### config.mk
export PLATFORM = sky130hd
export DESIGN_NAME = pairmem_seq
export DESIGN_NICKNAME = d
export VERILOG_FILES = /design/src/rtl/pairmem_pkg.sv /design/src/rtl/pairmem_decode.sv /design/src/rtl/pairmem_agen.sv /design/src/rtl/pairmem_ext.sv /design/src/rtl/pairmem_seq.sv
export SDC_FILE = /design/constraint.sdc
export NUM_CORES = 1
export LEC_CHECK = 0
export BUFFER_PORTS_ARGS = -buffer_cell sky130_fd_sc_hd__buf_2
export CORE_AREA = 2 2 224 226
export CTS_CLUSTER_SIZE = 10
export DETAILED_ROUTE_END_ITERATION = 12
export DIE_AREA = 0 0 226 228
export PLACE_DENSITY_LB_ADDON = 0.05
export SLEW_MARGIN = 20
export SYNTH_ARGS = -nofsm -noshare
export SYNTH_HDL_FRONTEND = slang
export SYNTH_SLANG_ARGS = --single-unit
### constraint.sdc
create_clock -name clk -period 2.4 [get_ports clk]
set_clock_uncertainty 0.15 [all_clocks]
set_input_delay 0 -clock clk [delete_from_list [all_inputs] [get_ports clk]]
set_output_delay 0 -clock clk [all_outputs]
set_load 0.005 [all_outputs]
### src/rtl/pairmem_pkg.sv
package pairmem_pkg;
  localparam logic [6:0] PM_OPCODE   = 7'b0001011;
  localparam logic [2:0] PM_F3_LOAD  = 3'b100;
  localparam logic [2:0] PM_F3_STORE = 3'b101;
  localparam logic [4:0] PM_SEL_DW   = 5'b11111;
  localparam logic [4:0] PM_SEL_WS   = 5'b11100;
  localparam logic [4:0] PM_SEL_WU   = 5'b11110;

  typedef enum logic [1:0] {ST_IDLE, ST_FIRST, ST_SECOND} pm_state_e;
  typedef enum logic [1:0] {SZ_DWORD, SZ_WORD_S, SZ_WORD_U} pm_kind_e;

  typedef struct packed {
    logic       legal;
    logic       is_store;
    pm_kind_e   kind;
    logic [1:0] scale;
    logic [4:0] reg_a;
    logic [4:0] reg_b;
    logic [4:0] reg_base;
  } pm_dec_t;
endpackage

### src/rtl/pairmem_decode.sv
module pairmem_decode
  import pairmem_pkg::*;
(
  input  logic [31:0] word,
  input  logic        narrow,
  output pm_dec_t     dec
);
  logic [4:0] sel;
  logic [2:0] f3;
  logic       op_ok, is_ld, is_st;

  assign sel   = word[31:27];
  assign f3    = word[14:12];
  assign op_ok = (word[6:0] == PM_OPCODE);
  assign is_ld = (f3 == PM_F3_LOAD);
  assign is_st = (f3 == PM_F3_STORE);

  always_comb begin
    dec.scale    = word[26:25];
    dec.reg_b    = word[24:20];
    dec.reg_base = word[19:15];
    dec.reg_a    = word[11:7];
    dec.is_store = is_st;
    dec.kind     = SZ_DWORD;
    dec.legal    = 1'b0;
    if (op_ok && (is_ld || is_st)) begin
      case (sel)
        PM_SEL_DW: begin dec.kind = SZ_DWORD;  dec.legal = !narrow; end
        PM_SEL_WS: begin dec.kind = SZ_WORD_S; dec.legal = 1'b1;    end
        PM_SEL_WU: begin dec.kind = SZ_WORD_U; dec.legal = is_ld;   end
        default:   dec.legal = 1'b0;
      endcase
    end
  end
endmodule

### src/rtl/pairmem_agen.sv
module pairmem_agen #(
  parameter int XLEN = 64
) (
  input  logic [XLEN-1:0] base,
  input  logic [1:0]      scale,
  input  logic            dword,
  input  logic            narrow,
  output logic [XLEN-1:0] addr_a,
  output logic [XLEN-1:0] addr_b
);
  localparam int HALF = XLEN / 2;

  logic [XLEN-1:0] off, step, sum_a, sum_b, keep;

  always_comb begin
    off    = {{(XLEN-2){1'b0}}, scale} << (dword ? 3'd4 : 3'd3);
    step   = dword ? XLEN'(8) : XLEN'(4);
    sum_a  = base + off;
    sum_b  = sum_a + step;
    keep   = narrow ? {{HALF{1'b0}}, {HALF{1'b1}}} : {XLEN{1'b1}};
    addr_a = sum_a & keep;
    addr_b = sum_b & keep;
  end
endmodule

### src/rtl/pairmem_ext.sv
module pairmem_ext
  import pairmem_pkg::*;
#(
  parameter int XLEN = 64
) (
  input  logic [XLEN-1:0] raw,
  input  pm_kind_e        kind,
  input  logic            narrow,
  output logic [XLEN-1:0] val
);
  localparam int HALF = XLEN / 2;

  always_comb begin
    if (kind == SZ_DWORD)
      val = raw;
    else if (kind == SZ_WORD_S && !narrow)
      val = {{HALF{raw[HALF-1]}}, raw[HALF-1:0]};
    else
      val = {{HALF{1'b0}}, raw[HALF-1:0]};
  end
endmodule

### src/rtl/pairmem_seq.sv
module pairmem_seq
  import pairmem_pkg::*;
#(
  parameter int XLEN = 64
) (
  input  logic            clk,
  input  logic            rst_n,
  input  logic            ins_valid,
  output logic            ins_ready,
  input  logic [31:0]     ins_word,
  output logic [4:0]      ins_base_idx,
  input  logic [XLEN-1:0] base_val,
  input  logic [XLEN-1:0] src1_val,
  input  logic [XLEN-1:0] src2_val,
  input  logic            narrow_mode,
  output logic            busy,
  output logic            illegal,
  output logic            mem_req,
  input  logic            mem_ack,
  output logic [XLEN-1:0] mem_addr,
  output logic            mem_size,
  output logic            mem_we,
  output logic [XLEN-1:0] mem_wdata,
  input  logic [XLEN-1:0] mem_rdata,
  output logic            wb1_en,
  output logic [4:0]      wb1_idx,
  output logic [XLEN-1:0] wb1_data,
  output logic            wb2_en,
  output logic [4:0]      wb2_idx,
  output logic [XLEN-1:0] wb2_data
);
  localparam int SLOTS = 2;

  pm_dec_t         dec;
  pm_state_e       st;
  logic            is_store_q, narrow_q, illegal_q;
  pm_kind_e        kind_q;
  logic [4:0]      idx_a_q, idx_b_q;
  logic [XLEN-1:0] addr_a_q, addr_b_q, dat_a_q, dat_b_q, first_q;
  logic [XLEN-1:0] addr_a_d, addr_b_d;
  logic [XLEN-1:0] raw_arr [SLOTS];
  logic [XLEN-1:0] ext_arr [SLOTS];
  logic            accept, finish;

  pairmem_decode u_dec (.word(ins_word), .narrow(narrow_mode), .dec(dec));

  pairmem_agen #(.XLEN(XLEN)) u_agen (
    .base(base_val), .scale(dec.scale), .dword(dec.kind == SZ_DWORD),
    .narrow(narrow_mode), .addr_a(addr_a_d), .addr_b(addr_b_d)
  );

  assign raw_arr[0] = first_q;
  assign raw_arr[1] = mem_rdata;

  for (genvar g = 0; g < SLOTS; g++) begin : g_ext
    pairmem_ext #(.XLEN(XLEN)) u_ext (
      .raw(raw_arr[g]), .kind(kind_q), .narrow(narrow_q), .val(ext_arr[g])
    );
  end

  assign ins_ready    = (st == ST_IDLE);
  assign ins_base_idx = dec.reg_base;
  assign accept       = ins_valid && ins_ready;
  assign busy         = (st != ST_IDLE);
  assign illegal      = illegal_q;

  always_ff @(posedge clk or negedge rst_n) begin
    if (!rst_n) begin
      st         <= ST_IDLE;
      is_store_q <= 1'b0;
      narrow_q   <= 1'b0;
      illegal_q  <= 1'b0;
      kind_q     <= SZ_DWORD;
      idx_a_q    <= '0;
      idx_b_q    <= '0;
      addr_a_q   <= '0;
      addr_b_q   <= '0;
      dat_a_q    <= '0;
      dat_b_q    <= '0;
      first_q    <= '0;
    end else begin
      illegal_q <= 1'b0;
      case (st)
        ST_IDLE: begin
          if (accept) begin
            if (dec.legal) begin
              st         <= ST_FIRST;
              is_store_q <= dec.is_store;
              kind_q     <= dec.kind;
              narrow_q   <= narrow_mode;
              idx_a_q    <= dec.reg_a;
              idx_b_q    <= dec.reg_b;
              addr_a_q   <= addr_a_d;
              addr_b_q   <= addr_b_d;
              dat_a_q    <= src1_val;
              dat_b_q    <= src2_val;
            end else begin
              illegal_q <= 1'b1;
            end
          end
        end
        ST_FIRST: begin
          if (mem_ack) begin
            first_q <= mem_rdata;
            st      <= ST_SECOND;
          end
        end
        ST_SECOND: begin
          if (mem_ack) st <= ST_IDLE;
        end
        default: st <= ST_IDLE;
      endcase
    end
  end

  assign mem_req   = busy;
  assign mem_we    = is_store_q;
  assign mem_size  = (kind_q == SZ_DWORD);
  assign mem_addr  = (st == ST_SECOND) ? addr_b_q : addr_a_q;
  assign mem_wdata = (st == ST_SECOND) ? dat_b_q : dat_a_q;

  assign finish   = (st == ST_SECOND) && mem_ack && !is_store_q;
  assign wb1_en   = finish && (idx_a_q != 5'd0);
  assign wb2_en   = finish && (idx_b_q != 5'd0);
  assign wb1_idx  = idx_a_q;
  assign wb2_idx  = idx_b_q;
  assign wb1_data = ext_arr[0];
  assign wb2_data = ext_arr[1];


  req_hold_chk: assert property (@(posedge clk) disable iff (!rst_n)
    mem_req && !mem_ack |=> mem_req && $stable(mem_addr) && $stable(mem_we)
                            && $stable(mem_wdata) && $stable(mem_size));

  wb_at_ack_chk: assert property (@(posedge clk) disable iff (!rst_n)
    (wb1_en || wb2_en) |-> mem_req && mem_ack && !mem_we);

  no_zero_write_chk: assert property (@(posedge clk) disable iff (!rst_n)
    (wb1_en |-> wb1_idx != 5'd0) and (wb2_en |-> wb2_idx != 5'd0));

  illegal_quiet_chk: assert property (@(posedge clk) disable iff (!rst_n)
    illegal |-> !mem_req && ins_ready);

  busy_after_offer_chk: assert property (@(posedge clk) disable iff (!rst_n)
    $rose(busy) |-> $past(ins_valid));
endmodule

==> metrics <==
run status finished, violations left; violated checks negative hold slack, negative setup slack; leakage power around 16 nW; combined flip-flop and latch cell area 8380 sq um; unrepaired setup endpoints after global routing yes; number of setup violations in the final report 112; via count of the first global-routing pass 20400; average wire length per cell after detail routing roughly 20 microns; total track usage 30.2%; most area-hungry cell type in the Yosys netlist sky130_fd_sc_hd__dfrtp_1; relative area change from synthesis to final layout 69.0%; violation count after the first detailed-routing iteration ~1200; startpoint type of the worst setup path input pin; worst-margin pin slew around 1.3 ns; r2r setup slk 0.19 ns; path category of the worst min-delay check in2reg; category of the worst setup path capture point register; first-pass GRT wire length 120 mm; final worst slack -1.55 ns; Worst Hold Launch base_val[20]; # hold bufs at CTS 300; CTS tree done; count of distinct cell types in the synthesized netlist 77; number of routed nets with antenna violations 0; final-layout worst hold slack -0.120 ns; fraction of registers with async set or reset after synthesis 100%; mean instance size in the synthesized netlist 9.17 sq um; area enclosed by the die boundary 51500 sq um; CTS Root Cell sky130_fd_sc_hd__clkbuf_16; fill count 4171; post-synthesis cell count 2040; placed instance area 25200 sq um; half-perimeter wire length after placement 58.4 mm; period utilization 164%; most instantiated library cell after synthesis sky130_fd_sc_hd__nand2_1; Buffers on Ports between 500 and 600; origin of the worst setup path ins_word[5]; maximum clock insertion buffer count 3; number of flops mapped to enable cells by yosys 0; overflow left after global routing 0; Reg clk slew, reported paths approximately 0.060 ns; portion of synthesized cell area occupied by the leading cell type 44.8%; Initial Util 37.9%; worst skew pair latency 0.56 ns; area used by multi-input combinational logic 11200 sq um; predominant post-synthesis flop cell sky130_fd_sc_hd__dfrtp_1; Slew Viols, Final 0; number of standard-cell rows in the floorplan 82; Power Density 446 nW/um^2; number of CTS-inserted buffers 41; CP Class in2reg; number of antenna violations at the first check in global routing 9; DR DRC count 0; maximum number of pins on one net before global-route repair 93; Nets 3517; Critical Path Fanout Max 8; maximum frequency from static timing analysis around 0.25 GHz; data arrival time at the worst-slack endpoint ~4.3 ns; routed wire length 79.7 mm; Max-cap violations 0; synthesis warning total 0; part of the Yosys area used for sequential elements 44.8%; endpoints failing hold 3; Post-synth top cells 575 x sky130_fd_sc_hd__nand2_1, 335 x sky130_fd_sc_hd__dfrtp_1, 192 x sky130_fd_sc_hd__mux2_2; drt first pass iters 6; number of levels the H-tree was split into 2; final design instance area without fill 31600 sq um; minimum clock period 3.95 ns; peak ir drop on the vdd network between 0.4 and 0.5 mV; drt via density approximately 5; required time of the worst setup path roughly 2.8 ns; Chip Width roughly 230 microns; Syn Std Cell Area 18700 sq um; Max-Slew Margin vs Limit 15.7%; routability congestion estimate from global placement roughly 0.98; clock sink count ~340; via count 20000; vertical extent of the die between 200 and 250 microns; io pins roughly 570; register bit count reported by yosys 335; reg-to-reg critical path startpoint st[0]; largest cells by area after synthesis sky130_fd_sc_hd__dfrtp_1 45%, sky130_fd_sc_hd__mux2_2 12%, sky130_fd_sc_hd__nand2_1 12%, sky130_fd_sc_hd__a21o_1 3.1%, sky130_fd_sc_hd__buf_4 2.8%; share of final-layout standard cells stronger than drive strength 1 46.9%; Core Area 49300 sq um; Design Power 14.1 mW
-- worst max-delay path, cell delays in order --
cell	delay, ns
sky130_fd_sc_hd__buf_6	0.09
sky130_fd_sc_hd__nor4b_4	0.25
sky130_fd_sc_hd__nand4_1	0.22
sky130_fd_sc_hd__nor3_4	0.29
sky130_fd_sc_hd__mux2_4	0.34
sky130_fd_sc_hd__ha_4	0.27
sky130_fd_sc_hd__buf_6	0.10
sky130_fd_sc_hd__a21oi_4	0.06
sky130_fd_sc_hd__or3_4	0.37
sky130_fd_sc_hd__a311oi_2	0.25
sky130_fd_sc_hd__xnor2_1	0.14
sky130_fd_sc_hd__or3_4	0.40
sky130_fd_sc_hd__or4_4	0.58
sky130_fd_sc_hd__or3_4	0.43
sky130_fd_sc_hd__or4_1	0.41
sky130_fd_sc_hd__nand3_1	0.09
-- timing repair --
item                       in CTS  in global routing
hold endpoints to repair      635                  2
pin swaps                      82                 70
gates cloned                    2                  0
setup endpoints to repair     210                149
gates resized for setup       293                100
setup buffers                  40                 22
-- worst paths after layout --
check                               endpoint  cells after the start
worst max-delay path            addr_b_q[55]                     16
worst min-delay path            addr_a_q[20]                      5
worst max register to register   dat_a_q[54]                      8
worst min register to register   dat_a_q[44]                      2
max in group asynchronous         first_q[4]                      4
min in group asynchronous         dat_a_q[5]                      4
-- layout by cell type, fill, tap and decap left out, types with 19 or more instances in the layout --
cell type / n
sky130_fd_sc_hd__nand2_1: 568
sky130_fd_sc_hd__buf_6: 87
sky130_fd_sc_hd__xnor2_2: 33
sky130_fd_sc_hd__a21o_1: 78
sky130_fd_sc_hd__nor2_4: 19
sky130_fd_sc_hd__dlygate4sd3_1: 299
sky130_fd_sc_hd__nand4_1: 42
sky130_fd_sc_hd__dfrtp_1: 335
sky130_fd_sc_hd__o21ai_1: 49
sky130_fd_sc_hd__o21ai_0: 23
sky130_fd_sc_hd__buf_2: 559
sky130_fd_sc_hd__buf_12: 24
sky130_fd_sc_hd__clkbuf_16: 42
sky130_fd_sc_hd__xor2_1: 24
sky130_fd_sc_hd__nand3_1: 38
sky130_fd_sc_hd__buf_4: 341
sky130_fd_sc_hd__nor2_1: 30
sky130_fd_sc_hd__mux2_2: 191
-- state kept, by name, indices dropped and copies added (netlist names), 2 cells and up --
signal	cells
addr_a_q	64
dat_a_q	64
dat_b_q	64
first_q	64
addr_b_q	62
wb1_idx	5
wb2_idx	5
kind_q	2
st	2
-- cell families after synthesis --
family / after synthesis / share of synthesized area [%]
AOI/OAI and AO/OA: 284 / 10.4
xor gates and xnor gates: 90 / 4.21
adders and majority gates: 13 / 0.949
buffers and inverters: 208 / 5.69
DFF: 335 / 44.8
muxes: 193 / 11.6
other: 2 / 0.0401
and+or+nand+nor: 915 / 22.3
-- layout make-up --
class / instances / share of cell area, %
clock inverters: 5 / 0.340
repair buffers: 1315 / 31.3
inverters: 16 / 0.190
clock buffers: 50 / 3.48
multi-input cells: 1502 / 35.5
diodes: 10 / 0.0791
flip-flops and latches: 335 / 26.5
well taps: 672 / 2.66
-- metal layers --
layer | track usage [%] | vias up | routed length [microns]
met5 | 0 | - | 0
met4 | 10.6 | 0 | 2720
met3 | 4.44 | 150 | 4320
met2 | 50.0 | 631 | 38000
met1 | 40.2 | 9851 | 34600
li1 | - | 9333 | -
-- power breakdown --
group	switching, mW	internal [mW]	leakage, nW	total (mW)
Clock	2.41	3.43	0.588	5.84
Sequential	0.0520	5.75	4.63	5.80
Combinational	1.13	1.33	11.2	2.46
Total	3.60	10.5	16.5	14.1
-- metrics by stage --
| step | setup TNS [ns] | std cells | hold slack (ns) | worst slack (ns) | util, % |
|---|---|---|---|---|---|
| floorplan | -121.68 | 2045 | -0.446 | -2.16 | - |
| global placement | -167.98 | 3490 | -0.166 | -2.22 | 51.2 |
| detailed placement | -176.10 | 3490 | -0.152 | -2.27 | 51.2 |
| CTS | -83.24 | 3877 | -0.138 | -1.50 | 62.8 |
| global route | -102.66 | 3905 | -0.120 | -1.66 | 64.1 |
| finish | -89.10 | 3905 | -0.120 | -1.55 | 64.1 |
(Power assumes the default switching activity.)
